<file path="config.mk">
export PLATFORM = sky130hd
export DESIGN_NAME = wdog_top
export DESIGN_NICKNAME = d
export VERILOG_FILES = /design/src/rtl/wdog_pkg.sv /design/src/rtl/wdog_prescaler.sv /design/src/rtl/wdog_counter.sv /design/src/rtl/wdog_top.sv
export SDC_FILE = /design/constraint.sdc
export NUM_CORES = 1
export LEC_CHECK = 0
export CAP_MARGIN = 20
export CORE_ASPECT_RATIO = 1.25
export CORE_UTILIZATION = 63
export CTS_BUF_LIST = sky130_fd_sc_hd__clkbuf_4
export DETAILED_ROUTE_END_ITERATION = 12
export DONT_BUFFER_PORTS = 1
export MAX_ROUTING_LAYER = met4
export PLACE_DENSITY = 0.77
export RECOVER_POWER = 100
export SLEW_MARGIN = 20
export SYNTH_ARGS = -nofsm -noshare
export SYNTH_HDL_FRONTEND = slang
export SYNTH_SLANG_ARGS = --single-unit
</file>
<file path="constraint.sdc">
create_clock -name clk_i -period 2.8 [get_ports clk_i]
set_input_delay 0.14 -clock clk_i [delete_from_list [all_inputs] [get_ports clk_i]]
set_output_delay 0.14 -clock clk_i [all_outputs]
set_load 0.01 [all_outputs]
</file>
<file path="src/rtl/wdog_pkg.sv">
package wdog_pkg;

    // Restart key, expected in the top byte of a control write
    localparam logic [7:0] RESTART_KEY   = 8'hA5;
    localparam int unsigned KEY_LSB      = 24;
    localparam int unsigned RESTART_BIT  = 0;

    // Configuration word layout
    localparam int unsigned CFG_RST_EN   = 12;
    localparam int unsigned CFG_FREEZE   = 13;
    localparam int unsigned CFG_OFF      = 14;
    localparam int unsigned CFG_WIN_LSB  = 16;

    // Status word layout
    localparam int unsigned ST_EXPIRED   = 0;
    localparam int unsigned ST_WIN_FAULT = 1;
    localparam int unsigned ST_BAD_KEY   = 2;
    localparam int unsigned ST_CNT_LSB   = 16;

    // Register select, taken from byte-address bits 3:2
    typedef enum logic [1:0] {
        SEL_CTRL = 2'd0,
        SEL_CFG  = 2'd1,
        SEL_STAT = 2'd2,
        SEL_NONE = 2'd3
    } reg_sel_e;

endpackage

</file>
<file path="src/rtl/wdog_prescaler.sv">
module wdog_prescaler #(
    parameter int unsigned DIV = 128
) (
    input  logic clk_i,
    input  logic rst_ni,
    input  logic slow_ce_i,
    input  logic run_i,
    output logic tick_o
);

    localparam int unsigned PH_W = (DIV > 1) ? $clog2(DIV) : 1;
    localparam logic [PH_W-1:0] PH_LAST = PH_W'(DIV - 1);

    typedef struct packed {
        logic [PH_W-1:0] phase;
    } pre_state_t;

    pre_state_t st_d, st_q;

    generate
        if (DIV <= 1) begin : g_bypass
            // With a divide ratio of one, every qualified slow pulse is a step
            always_comb begin
                st_d   = st_q;
                tick_o = run_i && slow_ce_i;
            end
        end else begin : g_divide
            always_comb begin
                st_d   = st_q;
                tick_o = 1'b0;
                if (run_i && slow_ce_i) begin
                    if (st_q.phase == PH_LAST) begin
                        st_d.phase = '0;
                        tick_o     = 1'b1;
                    end else begin
                        st_d.phase = st_q.phase + 1'b1;
                    end
                end
            end
        end
    endgenerate

    always_ff @(posedge clk_i) begin
        if (!rst_ni) st_q <= '0;
        else         st_q <= st_d;
    end

endmodule

</file>
<file path="src/rtl/wdog_counter.sv">
module wdog_counter #(
    parameter int unsigned CNT_W = 12
) (
    input  logic             clk_i,
    input  logic             rst_ni,
    input  logic             tick_i,
    input  logic             restart_i,
    input  logic [CNT_W-1:0] reload_i,
    input  logic [CNT_W-1:0] window_i,
    input  logic             off_i,
    input  logic             rst_en_i,
    output logic [CNT_W-1:0] count_o,
    output logic             expire_evt_o,
    output logic             win_evt_o,
    output logic             rst_pulse_o
);

    localparam logic [CNT_W-1:0] CNT_ONE = CNT_W'(1);

    typedef struct packed {
        logic [CNT_W-1:0] count;
        logic             pulse;
    } cnt_state_t;

    cnt_state_t st_d, st_q;

    always_comb begin
        st_d         = st_q;
        expire_evt_o = 1'b0;
        win_evt_o    = 1'b0;

        // A restart command takes priority over a counting step in the same cycle
        if (restart_i) begin
            if (off_i || (st_q.count <= window_i)) begin
                st_d.count = reload_i;
            end else begin
                win_evt_o = 1'b1;
            end
        end else if (tick_i && (st_q.count != '0)) begin
            st_d.count = st_q.count - 1'b1;
            if (st_q.count == CNT_ONE) expire_evt_o = 1'b1;
        end

        // The !pulse term keeps every request to a single cycle
        st_d.pulse = (expire_evt_o || win_evt_o) && rst_en_i && !off_i && !st_q.pulse;
    end

    always_ff @(posedge clk_i) begin
        if (!rst_ni) begin
            st_q.count <= '1;
            st_q.pulse <= 1'b0;
        end else begin
            st_q <= st_d;
        end
    end

    assign count_o     = st_q.count;
    assign rst_pulse_o = st_q.pulse;

endmodule

</file>
<file path="src/rtl/wdog_top.sv">
module wdog_top
    import wdog_pkg::*;
#(
    parameter int unsigned CNT_W     = 12,
    parameter int unsigned PRESC_DIV = 128
) (
    input  logic        clk_i,
    input  logic        rst_ni,
    input  logic        slow_ce_i,
    input  logic        dbg_req_i,
    input  logic        bus_sel_i,
    input  logic        bus_we_i,
    input  logic [3:0]  bus_addr_i,
    input  logic [31:0] bus_wdata_i,
    output logic [31:0] bus_rdata_o,
    output logic        wdt_rst_o
);

    typedef struct packed {
        logic [CNT_W-1:0] reload;
        logic [CNT_W-1:0] window;
        logic             rst_en;
        logic             freeze;
        logic             off;
        logic             locked;
        logic             f_expired;
        logic             f_win;
        logic             f_key;
        logic [31:0]      rdata;
    } top_state_t;

    top_state_t st_d, st_q;

    reg_sel_e         sel_w;
    logic             wr_ctrl_w;
    logic             wr_cfg_w;
    logic             rd_w;
    logic             rd_stat_w;
    logic             key_ok_w;
    logic             restart_w;
    logic             bad_key_w;
    logic             run_w;
    logic             tick_w;
    logic [CNT_W-1:0] count_w;
    logic             expire_evt_w;
    logic             win_evt_w;
    logic             rst_pulse_w;
    logic [31:0]      cfg_word_w;
    logic [31:0]      stat_word_w;

    // Bus decode
    always_comb begin
        sel_w     = reg_sel_e'(bus_addr_i[3:2]);
        wr_ctrl_w = bus_sel_i && bus_we_i && (sel_w == SEL_CTRL);
        wr_cfg_w  = bus_sel_i && bus_we_i && (sel_w == SEL_CFG);
        rd_w      = bus_sel_i && !bus_we_i;
        rd_stat_w = rd_w && (sel_w == SEL_STAT);
        key_ok_w  = (bus_wdata_i[KEY_LSB +: 8] == RESTART_KEY);
        restart_w = wr_ctrl_w && key_ok_w && bus_wdata_i[RESTART_BIT];
        bad_key_w = wr_ctrl_w && !key_ok_w;
        run_w     = !st_q.off && !(st_q.freeze && dbg_req_i);
    end

    // Readback words
    always_comb begin
        cfg_word_w                           = '0;
        cfg_word_w[CNT_W-1:0]                = st_q.reload;
        cfg_word_w[CFG_RST_EN]               = st_q.rst_en;
        cfg_word_w[CFG_FREEZE]               = st_q.freeze;
        cfg_word_w[CFG_OFF]                  = st_q.off;
        cfg_word_w[CFG_WIN_LSB +: CNT_W]     = st_q.window;

        stat_word_w                          = '0;
        stat_word_w[ST_EXPIRED]              = st_q.f_expired;
        stat_word_w[ST_WIN_FAULT]            = st_q.f_win;
        stat_word_w[ST_BAD_KEY]              = st_q.f_key;
        stat_word_w[ST_CNT_LSB +: CNT_W]     = count_w;
    end

    wdog_prescaler #(
        .DIV (PRESC_DIV)
    ) u_prescaler (
        .clk_i     (clk_i),
        .rst_ni    (rst_ni),
        .slow_ce_i (slow_ce_i),
        .run_i     (run_w),
        .tick_o    (tick_w)
    );

    wdog_counter #(
        .CNT_W (CNT_W)
    ) u_counter (
        .clk_i        (clk_i),
        .rst_ni       (rst_ni),
        .tick_i       (tick_w),
        .restart_i    (restart_w),
        .reload_i     (st_q.reload),
        .window_i     (st_q.window),
        .off_i        (st_q.off),
        .rst_en_i     (st_q.rst_en),
        .count_o      (count_w),
        .expire_evt_o (expire_evt_w),
        .win_evt_o    (win_evt_w),
        .rst_pulse_o  (rst_pulse_w)
    );

    // Next-state logic for the register file
    always_comb begin
        st_d = st_q;

        // Configuration: accepts one write, then locks
        if (wr_cfg_w && !st_q.locked) begin
            st_d.reload = bus_wdata_i[CNT_W-1:0];
            st_d.window = bus_wdata_i[CFG_WIN_LSB +: CNT_W];
            st_d.rst_en = bus_wdata_i[CFG_RST_EN];
            st_d.freeze = bus_wdata_i[CFG_FREEZE];
            st_d.off    = bus_wdata_i[CFG_OFF];
            st_d.locked = 1'b1;
        end

        // Sticky flags: cleared by a status read, and a new event in the same cycle wins
        st_d.f_expired = (st_q.f_expired && !rd_stat_w) || expire_evt_w;
        st_d.f_win     = (st_q.f_win     && !rd_stat_w) || win_evt_w;
        st_d.f_key     = (st_q.f_key     && !rd_stat_w) || bad_key_w;

        if (rd_w) begin
            unique case (sel_w)
                SEL_CFG:  st_d.rdata = cfg_word_w;
                SEL_STAT: st_d.rdata = stat_word_w;
                default:  st_d.rdata = '0;
            endcase
        end
    end

    always_ff @(posedge clk_i) begin
        if (!rst_ni) begin
            st_q        <= '0;
            st_q.reload <= '1;
            st_q.window <= '1;
            st_q.rst_en <= 1'b1;
        end else begin
            st_q <= st_d;
        end
    end

    assign bus_rdata_o = st_q.rdata;
    assign wdt_rst_o   = rst_pulse_w;

endmodule

</file>
; Yosys cells after proc, flatten, opt, wreduce, memory -nomap -nowiden
; Index checks and enable logic that the tools add are counted.
[classes]
add_sub_neg = 2
n_lt_le_gt_ge = 1
n_eq_ne = 6
n_mux = 12
reduce_logical = 35
[op_table]
columns = op, n
row1 = one-hot mux 28 bit (2 select lines), 1
row2 = two-way mux 12 bit, 3
row3 = logical AND 1 bit, 19
row4 = equality test 12 x 1 -> 1 bit (second input constant), 1
row5 = less-or-equal comparator 12 bit, 1
row6 = nonzero test 12 bit, 1
row7 = subtractor 12 x 1 -> 12 bit (second input constant), 1
row8 = equality test 8 bit (second input constant), 1
row9 = adder 7 x 1 -> 7 bit (second input constant), 1
row10 = equality test 7 bit (second input constant), 1
row11 = logical NOT 1 bit, 7
row12 = two-way mux 1 bit, 7
row13 = two-way mux 7 bit, 1
row14 = logical OR 1 bit, 5
row15 = equality test 2 x 1 -> 1 bit (second input constant), 1
row16 = equality test 2 bit (second input constant), 1
row17 = logical NOT 2 bit, 1
row18 = != test 2 x 1 -> 1 bit (second input constant), 1
row19 = AND reduction 2 bit, 1
row20 = nonzero test 2 bit, 1
[word_totals]
regBits = 83
input_bits = 42
output_inout_bits = 33
wordCells = 69

; Logic depth before layout (Yosys ltp)
[logic_depth]
depth_word = 12
mapped_depth = 9
mapped_depth_nobuf = 8

; Cells and area by module
; From an unflattened synthesis, not the netlist that was laid out.
[hier_totals]
hier_cells = 492
hier_area_um2 = 4329.2
[modules_own_cells]
columns = mod, instances, cells_per_inst, area_each_um2, seq_area_each_um2
row1 = wdog_top, 1, 289, 2783.9, 1161.1
row2 = wdog_counter, 1, 162, 1197.4, 260.2
row3 = wdog_prescaler, 1, 41, 347.8, 140.1

; Worst setup path after synthesis
; Ideal clock, no wire load.
[synth_path]
kind = register to register
startpoint = register u_counter.st_q, in the netlist u_counter.count_o[0]
endpoint = register u_counter.st_q, in the netlist u_counter.rst_pulse_o
setup_ps = 103
arrival_ps = 2002
required_time_ps = 2697
slack_ps = 695
path_stages_with_launch = 9
n_path_buf = 0
period_less_slack_ps = 2105
path_cell_list = dfxtp_1 inv_1 ha_1 nor2b_1 o211ai_1 a211o_1 a31oi_1 nand2_1 a2111oi_2
[synth_via]
elab_chain_len = 8
elab_cells_between_ends = 14
cone_classes = order compare (1) / eq/ne (1) / mux (5) / reduce/logical (7)
[synth_lines]
columns = element, line_no
row1 = "start, declared", wdog_counter.sv:25  ; cnt_state_t st_d, st_q;
row2 = "start signal, assigned", wdog_counter.sv:53  ; st_q <= st_d;
row3 = less-or-equal comparator 12 bit (tied with other cells), wdog_counter.sv:34  ; if (off_i || (st_q.count <= window_i)) begin
row4 = logical OR 1 bit (tied with other cells), wdog_counter.sv:34
row5 = "two-way mux 1 bit, on equally long branches", "wdog_counter.sv:34, wdog_counter.sv:39"
row6 = two-way mux 1 bit, wdog_counter.sv:33  ; if (restart_i) begin
row7 = logical OR 1 bit (*), wdog_counter.sv:45  ; st_d.pulse = (expire_evt_o || win_evt_o) && rst_en_i && !off_i && !st_q.pulse;
row8 = logical AND 1 bit (*) (3 in series), wdog_counter.sv:45
; Mark *: on every way between the ends. The rest lies on a longest branch, timed or not.
; A chain may end at the register's enable or synchronous reset.

; Worst setup path after layout
[layout_path]
startpoint = register u_prescaler.st_q[0] (netlist bit)
endpoint = register u_counter.st_q, in the netlist u_counter.count_o[10]
[layout_via]
elab_chain_len = 6
[layout_lines]
columns = element, line_no
row1 = "start, declared", wdog_prescaler.sv:18  ; pre_state_t st_d, st_q;
row2 = "start signal, assigned", wdog_prescaler.sv:45  ; else st_q <= st_d;
row3 = equality test 7 bit, wdog_prescaler.sv:32  ; if (st_q.phase == PH_LAST) begin
row4 = two-way mux 1 bit, wdog_prescaler.sv:32
row5 = two-way mux 1 bit, wdog_prescaler.sv:31  ; if (run_i && slow_ce_i) begin
row6 = logical AND 1 bit, wdog_counter.sv:39  ; end else if (tick_i && (st_q.count != '0)) begin
row7 = nonzero test 2 bit (no line), --
row8 = AND reduction 2 bit (no line), --
; No other way between the ends.

==> results summary <==
STA puts the critical path data required time at between 3 and 4 ns. The first global-routing pass estimated 15,100 um of wire. The total routed wirelength came out at 9470 um.

The average routed wire per standard cell is 18.2 um. The critical path in this run is classified as reg -> reg. The sequential share of power came out at 0.565. In this run the count of I/O pins placed on the die edge is 75. The total clock buffers created by CTS came out at 9.

The detailed-placement wirelength estimate is 6130 um. The gate count of the mapped netlist is 443. The final-layout setup total negative slack is 0 ns. The total routing resource utilization after global routing came out at 0.315. The worst register-to-register path begins at u_prescaler.st_q[0]$_SDFFE_PN0N_.

The combinational share of power came out at 0.103. After clock tree synthesis, the flow added hold-fix buffers numbering 40. The final non-filler cell area is 4150 um2. The DRC marker count from the first detailed-route iteration is 325. Counting flops with a built-in enable in the synthesized netlist gives 0. The worst register-to-register path has a setup slack of between 0.3 and 0.4 ns. The tightest min-delay check is of the in -> reg type. The via count of the routed design is 3,323. The number of global-route vias before repair came out at 3,160. The count of non-filler cells in the finished layout came out at 519. The number of distinct library cells after synthesis came out at 51. The core area is 5820 um2. The number of standard-cell rows in the floorplan came out at 31. The net switching power of the design came out at 0.561 mW. The worst hold path startpoint is bus_we_i.

The source-to-sink clock delay at the later pin of the worst-skew pair is 0.43 ns. The number of antenna violations at the first check in global routing came out at 0. The worst reg2reg path depth is 7. STA classifies the critical path startpoint as a flip-flop.

CTS built an H-tree with a depth of 3. STA classifies the critical path endpoint as a flip-flop. The measured slew at the worst slew-check pin is around 1.4 ns. TritonCTS built the clock tree. Of the total power, the share spent switching nets is 0.272.

The maximum fanout encountered on the critical timing path is 6. The count of inserted antenna diode cells came out at 0. The overall die height came out at 89.1 um. The synthesized area per cell is 8.62 um2. The width of the die came out at roughly 72 um. After synthesis, the share of flip-flops with an asynchronous set or reset is 0.

The final critical path time including I/O delays and setup is between 2 and 2.5 ns. For this run, the register share of the synthesized area comes to 0.409. The Yosys warning count is 0. The initial cell density of the core is 0.657. In this run the cell area of the synthesized design comes to 3820 um2. The routed via count divided by cell count is between 6 and 7. The number of slew-limit violations in the final report was 0.

The flow ran to the end, and the final reports show no timing, DRC or antenna violations. The worst hold path passes through 3 cells. The placed cell count came out at 463. The number of buffers inserted to repair setup after CTS came out at 0.

The floorplan die area is 6380 um2. The clock-pin slew of the registers on the worst-case setup and hold paths came out at 0.13 ns. Leaving out fill and tap cells, the most frequent cells in the layout are sky130_fd_sc_hd__dfxtp_1 (78), sky130_fd_sc_hd__nand2_1 (61), sky130_fd_sc_hd__nor2_1 (40), sky130_fd_sc_hd__dlygate4sd3_1 (39).

The hold violation count in the final report came out at 0. On the final layout, the worst clock skew is 0.0147 ns. The quantity of I/O buffers inserted on ports came out at 0.

In the synthesized netlist the dominant register cell turns out to be sky130_fd_sc_hd__dfxtp_1. No sink is reached through more buffers than the 2 on the longest clock path. The worst-case hold slack came out at approximately 0.035 ns. The number of nets in the layout is a little over 500. The total of cells resized after clock tree synthesis is 0. The cell leakage power is about 1.7 nW. Compared with the post-synthesis result, the final layout area differs by 8.68%. The data arrival time of the critical path came out at around 2.8 ns. The maximum resistive drop on vdd came out at 0.000364 V. The count of endpoints failing setup in the final report is 0. In this run the clock root is driven by a sky130_fd_sc_hd__clkbuf_4. The total power divided by cell area is 497 nW/um2.

The capture instance of the worst register-to-register path is u_counter.count_o[10]$_SDFFE_PN1P_. The hold path endpoint is st_q[32]$_SDFF_PN0_. Setup repair after global routing left no endpoint under its margin. Summing all placed instances gives a cell area of 3640 um2. The cell-internal power came out at 1.50 mW. The maximum clock frequency is 406 MHz. The final weighted congestion of routability-driven global placement is 0.905. Entering global routing, the biggest net connects 39 pins. The flop and latch count out of synthesis is 78. Leaving out fill and tap cells, the most frequent cell in the layout is sky130_fd_sc_hd__dfxtp_1. CTS saw between 70 and 80 sinks. The detail route stage leaves a number of antenna-violating nets equal to 0. In this run the tightest slew margin relative to its limit is 0.0811.

The portion of the clock cycle consumed by the worst path in the final layout came out at 0.880. The share of total power dissipated in the clock network is 0.332. In the final layout, the share of cells above drive strength 1 is 0.0684.

The leftover overflow at the end of global routing is 0. Max-cap violations in this run came to 0. The number of remaining DRC errors came out at 0. The pre-antenna-repair detailed-routing pass consisted of 6 iterations.
==> sequential cells by signal (all words and copies together), names as in the netlist <==
signal / count
u_counter.count_o: 12
bus_rdata_o: 27
u_counter.rst_pulse_o: 1
cfg_word_w: 27
st_q: 4
u_prescaler.st_q: 7
==> per-layer routing <==
metal / part of all wire / wire length [um] / global-route usage
met1: 0.41 / 3860 / 0.377
met2: 0.50 / 4700 / 0.527
met3: 0.074 / 699 / 0.0676
met4: 0.022 / 204 / 0.109
met5: 0 / 0 / -
==> worst max-delay path, cell delays in order (launching register included) <==
cell and delay [ns]:
sky130_fd_sc_hd__dfxtp_1 0.39, sky130_fd_sc_hd__ha_1 0.21, sky130_fd_sc_hd__nand2_1 0.11, sky130_fd_sc_hd__a2111oi_4 0.43
sky130_fd_sc_hd__nand4_1 0.47, sky130_fd_sc_hd__nor2_2 0.35, sky130_fd_sc_hd__a221oi_1 0.13, sky130_fd_sc_hd__o31ai_1 0.27
==> Yosys cell counts, types with 2 or more instances <==
| master | number | area share |
|---|---|---|
| sky130_fd_sc_hd__xnor2_1 | 3 | 0.0069 |
| sky130_fd_sc_hd__and4bb_2 | 2 | 0.0065 |
| sky130_fd_sc_hd__xor2_1 | 4 | 0.0092 |
| sky130_fd_sc_hd__or3_1 | 2 | 0.0033 |
| sky130_fd_sc_hd__a211o_1 | 2 | 0.0046 |
| sky130_fd_sc_hd__nor3_1 | 8 | 0.010 |
| sky130_fd_sc_hd__nand3_1 | 20 | 0.026 |
| sky130_fd_sc_hd__nor2b_1 | 2 | 0.0033 |
| sky130_fd_sc_hd__o21ai_0 | 8 | 0.010 |
| sky130_fd_sc_hd__nor4_1 | 3 | 0.0049 |
| sky130_fd_sc_hd__a22oi_1 | 12 | 0.024 |
| sky130_fd_sc_hd__and2_1 | 2 | 0.0033 |
| sky130_fd_sc_hd__ha_1 | 19 | 0.062 |
| sky130_fd_sc_hd__a221oi_1 | 6 | 0.014 |
| sky130_fd_sc_hd__nand2_1 | 61 | 0.060 |
| sky130_fd_sc_hd__dfxtp_1 | 78 | 0.41 |
| sky130_fd_sc_hd__and3_1 | 7 | 0.011 |
| sky130_fd_sc_hd__a222oi_1 | 15 | 0.039 |
| sky130_fd_sc_hd__o31ai_1 | 5 | 0.0098 |
| sky130_fd_sc_hd__a21oi_1 | 14 | 0.018 |
| sky130_fd_sc_hd__nand4_1 | 7 | 0.011 |
| sky130_fd_sc_hd__o211ai_1 | 13 | 0.026 |
| sky130_fd_sc_hd__a31oi_1 | 3 | 0.0049 |
| sky130_fd_sc_hd__clkbuf_1 | 24 | 0.024 |
| sky130_fd_sc_hd__a211oi_1 | 2 | 0.0039 |
| sky130_fd_sc_hd__nor2_1 | 40 | 0.039 |
| sky130_fd_sc_hd__mux2i_1 | 2 | 0.0052 |
| sky130_fd_sc_hd__a32o_1 | 2 | 0.0052 |
| sky130_fd_sc_hd__buf_4 | 32 | 0.063 |
| sky130_fd_sc_hd__nand2b_1 | 5 | 0.0082 |
| sky130_fd_sc_hd__inv_1 | 20 | 0.020 |
==> power by group through the flow <==
| stage | sequential (mW) | clock (mW) | combinational (mW) |
|---|---|---|---|
| floorplan | 1.18 | 0 | 0.158 |
| CTS | 1.17 | 0.682 | 0.213 |
| global placement | 1.19 | 0 | 0.155 |
| finish | 1.17 | 0.684 | 0.212 |
| global route | 1.17 | 0.737 | 0.238 |
| detailed placement | 1.19 | 0 | 0.161 |
==> cell type report <==
cell class	count	area [um2]
Inverter	20	75.1
Fill cell	467	1670
Clock inverter	7	75.1
Sequential cell	78	1560
Multi-Input combinational cell	291	1830
Tap cell	66	82.6
Clock buffer	9	67.6
Timing Repair Buffer	48	455
==> how the worst max path moves through the flow <==
stage	from	to	slack (ns)	depth (start not counted)
global placement	u_counter.count_o[0]$_SDFFE_PN1P_	u_counter.rst_pulse_o$_SDFF_PN0_	0.52	8
finish	u_prescaler.st_q[0]$_SDFFE_PN0N_	u_counter.count_o[10]$_SDFFE_PN1P_	0.34	7
CTS	u_counter.count_o[0]$_SDFFE_PN1P_	u_counter.rst_pulse_o$_SDFF_PN0_	0.46	8
global route	u_prescaler.st_q[0]$_SDFFE_PN0N_	u_counter.count_o[7]$_SDFFE_PN1P_	0.18	7
detailed placement	u_counter.count_o[0]$_SDFFE_PN1P_	u_counter.rst_pulse_o$_SDFF_PN0_	0.47	8
floorplan	u_counter.count_o[0]$_SDFFE_PN1P_	u_counter.rst_pulse_o$_SDFF_PN0_	0.69	8
==> kinds of logic (layout without fill, tap and decap cells) <==
group	Yosys count	after routing	share of synthesized area
simple gates	168	168	0.214
xor+xnor	7	7	0.0161
compound gates	90	90	0.184
fa+ha+maj	19	19	0.0622
mux	2	2	0.00524
flops	78	78	0.409
buf+inv	78	84	0.108
other cells	1	5	0.000982
==> stage by stage <==
| stage | setup WS [ns] | total power, mW | util |
|---|---|---|---|
| global route | 0.179 | 2.14 | 0.714 |
| finish | 0.337 | 2.06 | 0.714 |
| CTS | 0.457 | 2.06 | 0.721 |
| floorplan | 0.695 | 1.33 | - |
| global placement | 0.519 | 1.34 | 0.626 |
| detailed placement | 0.467 | 1.35 | 0.626 |
Power figures use the tool's default switching activity.
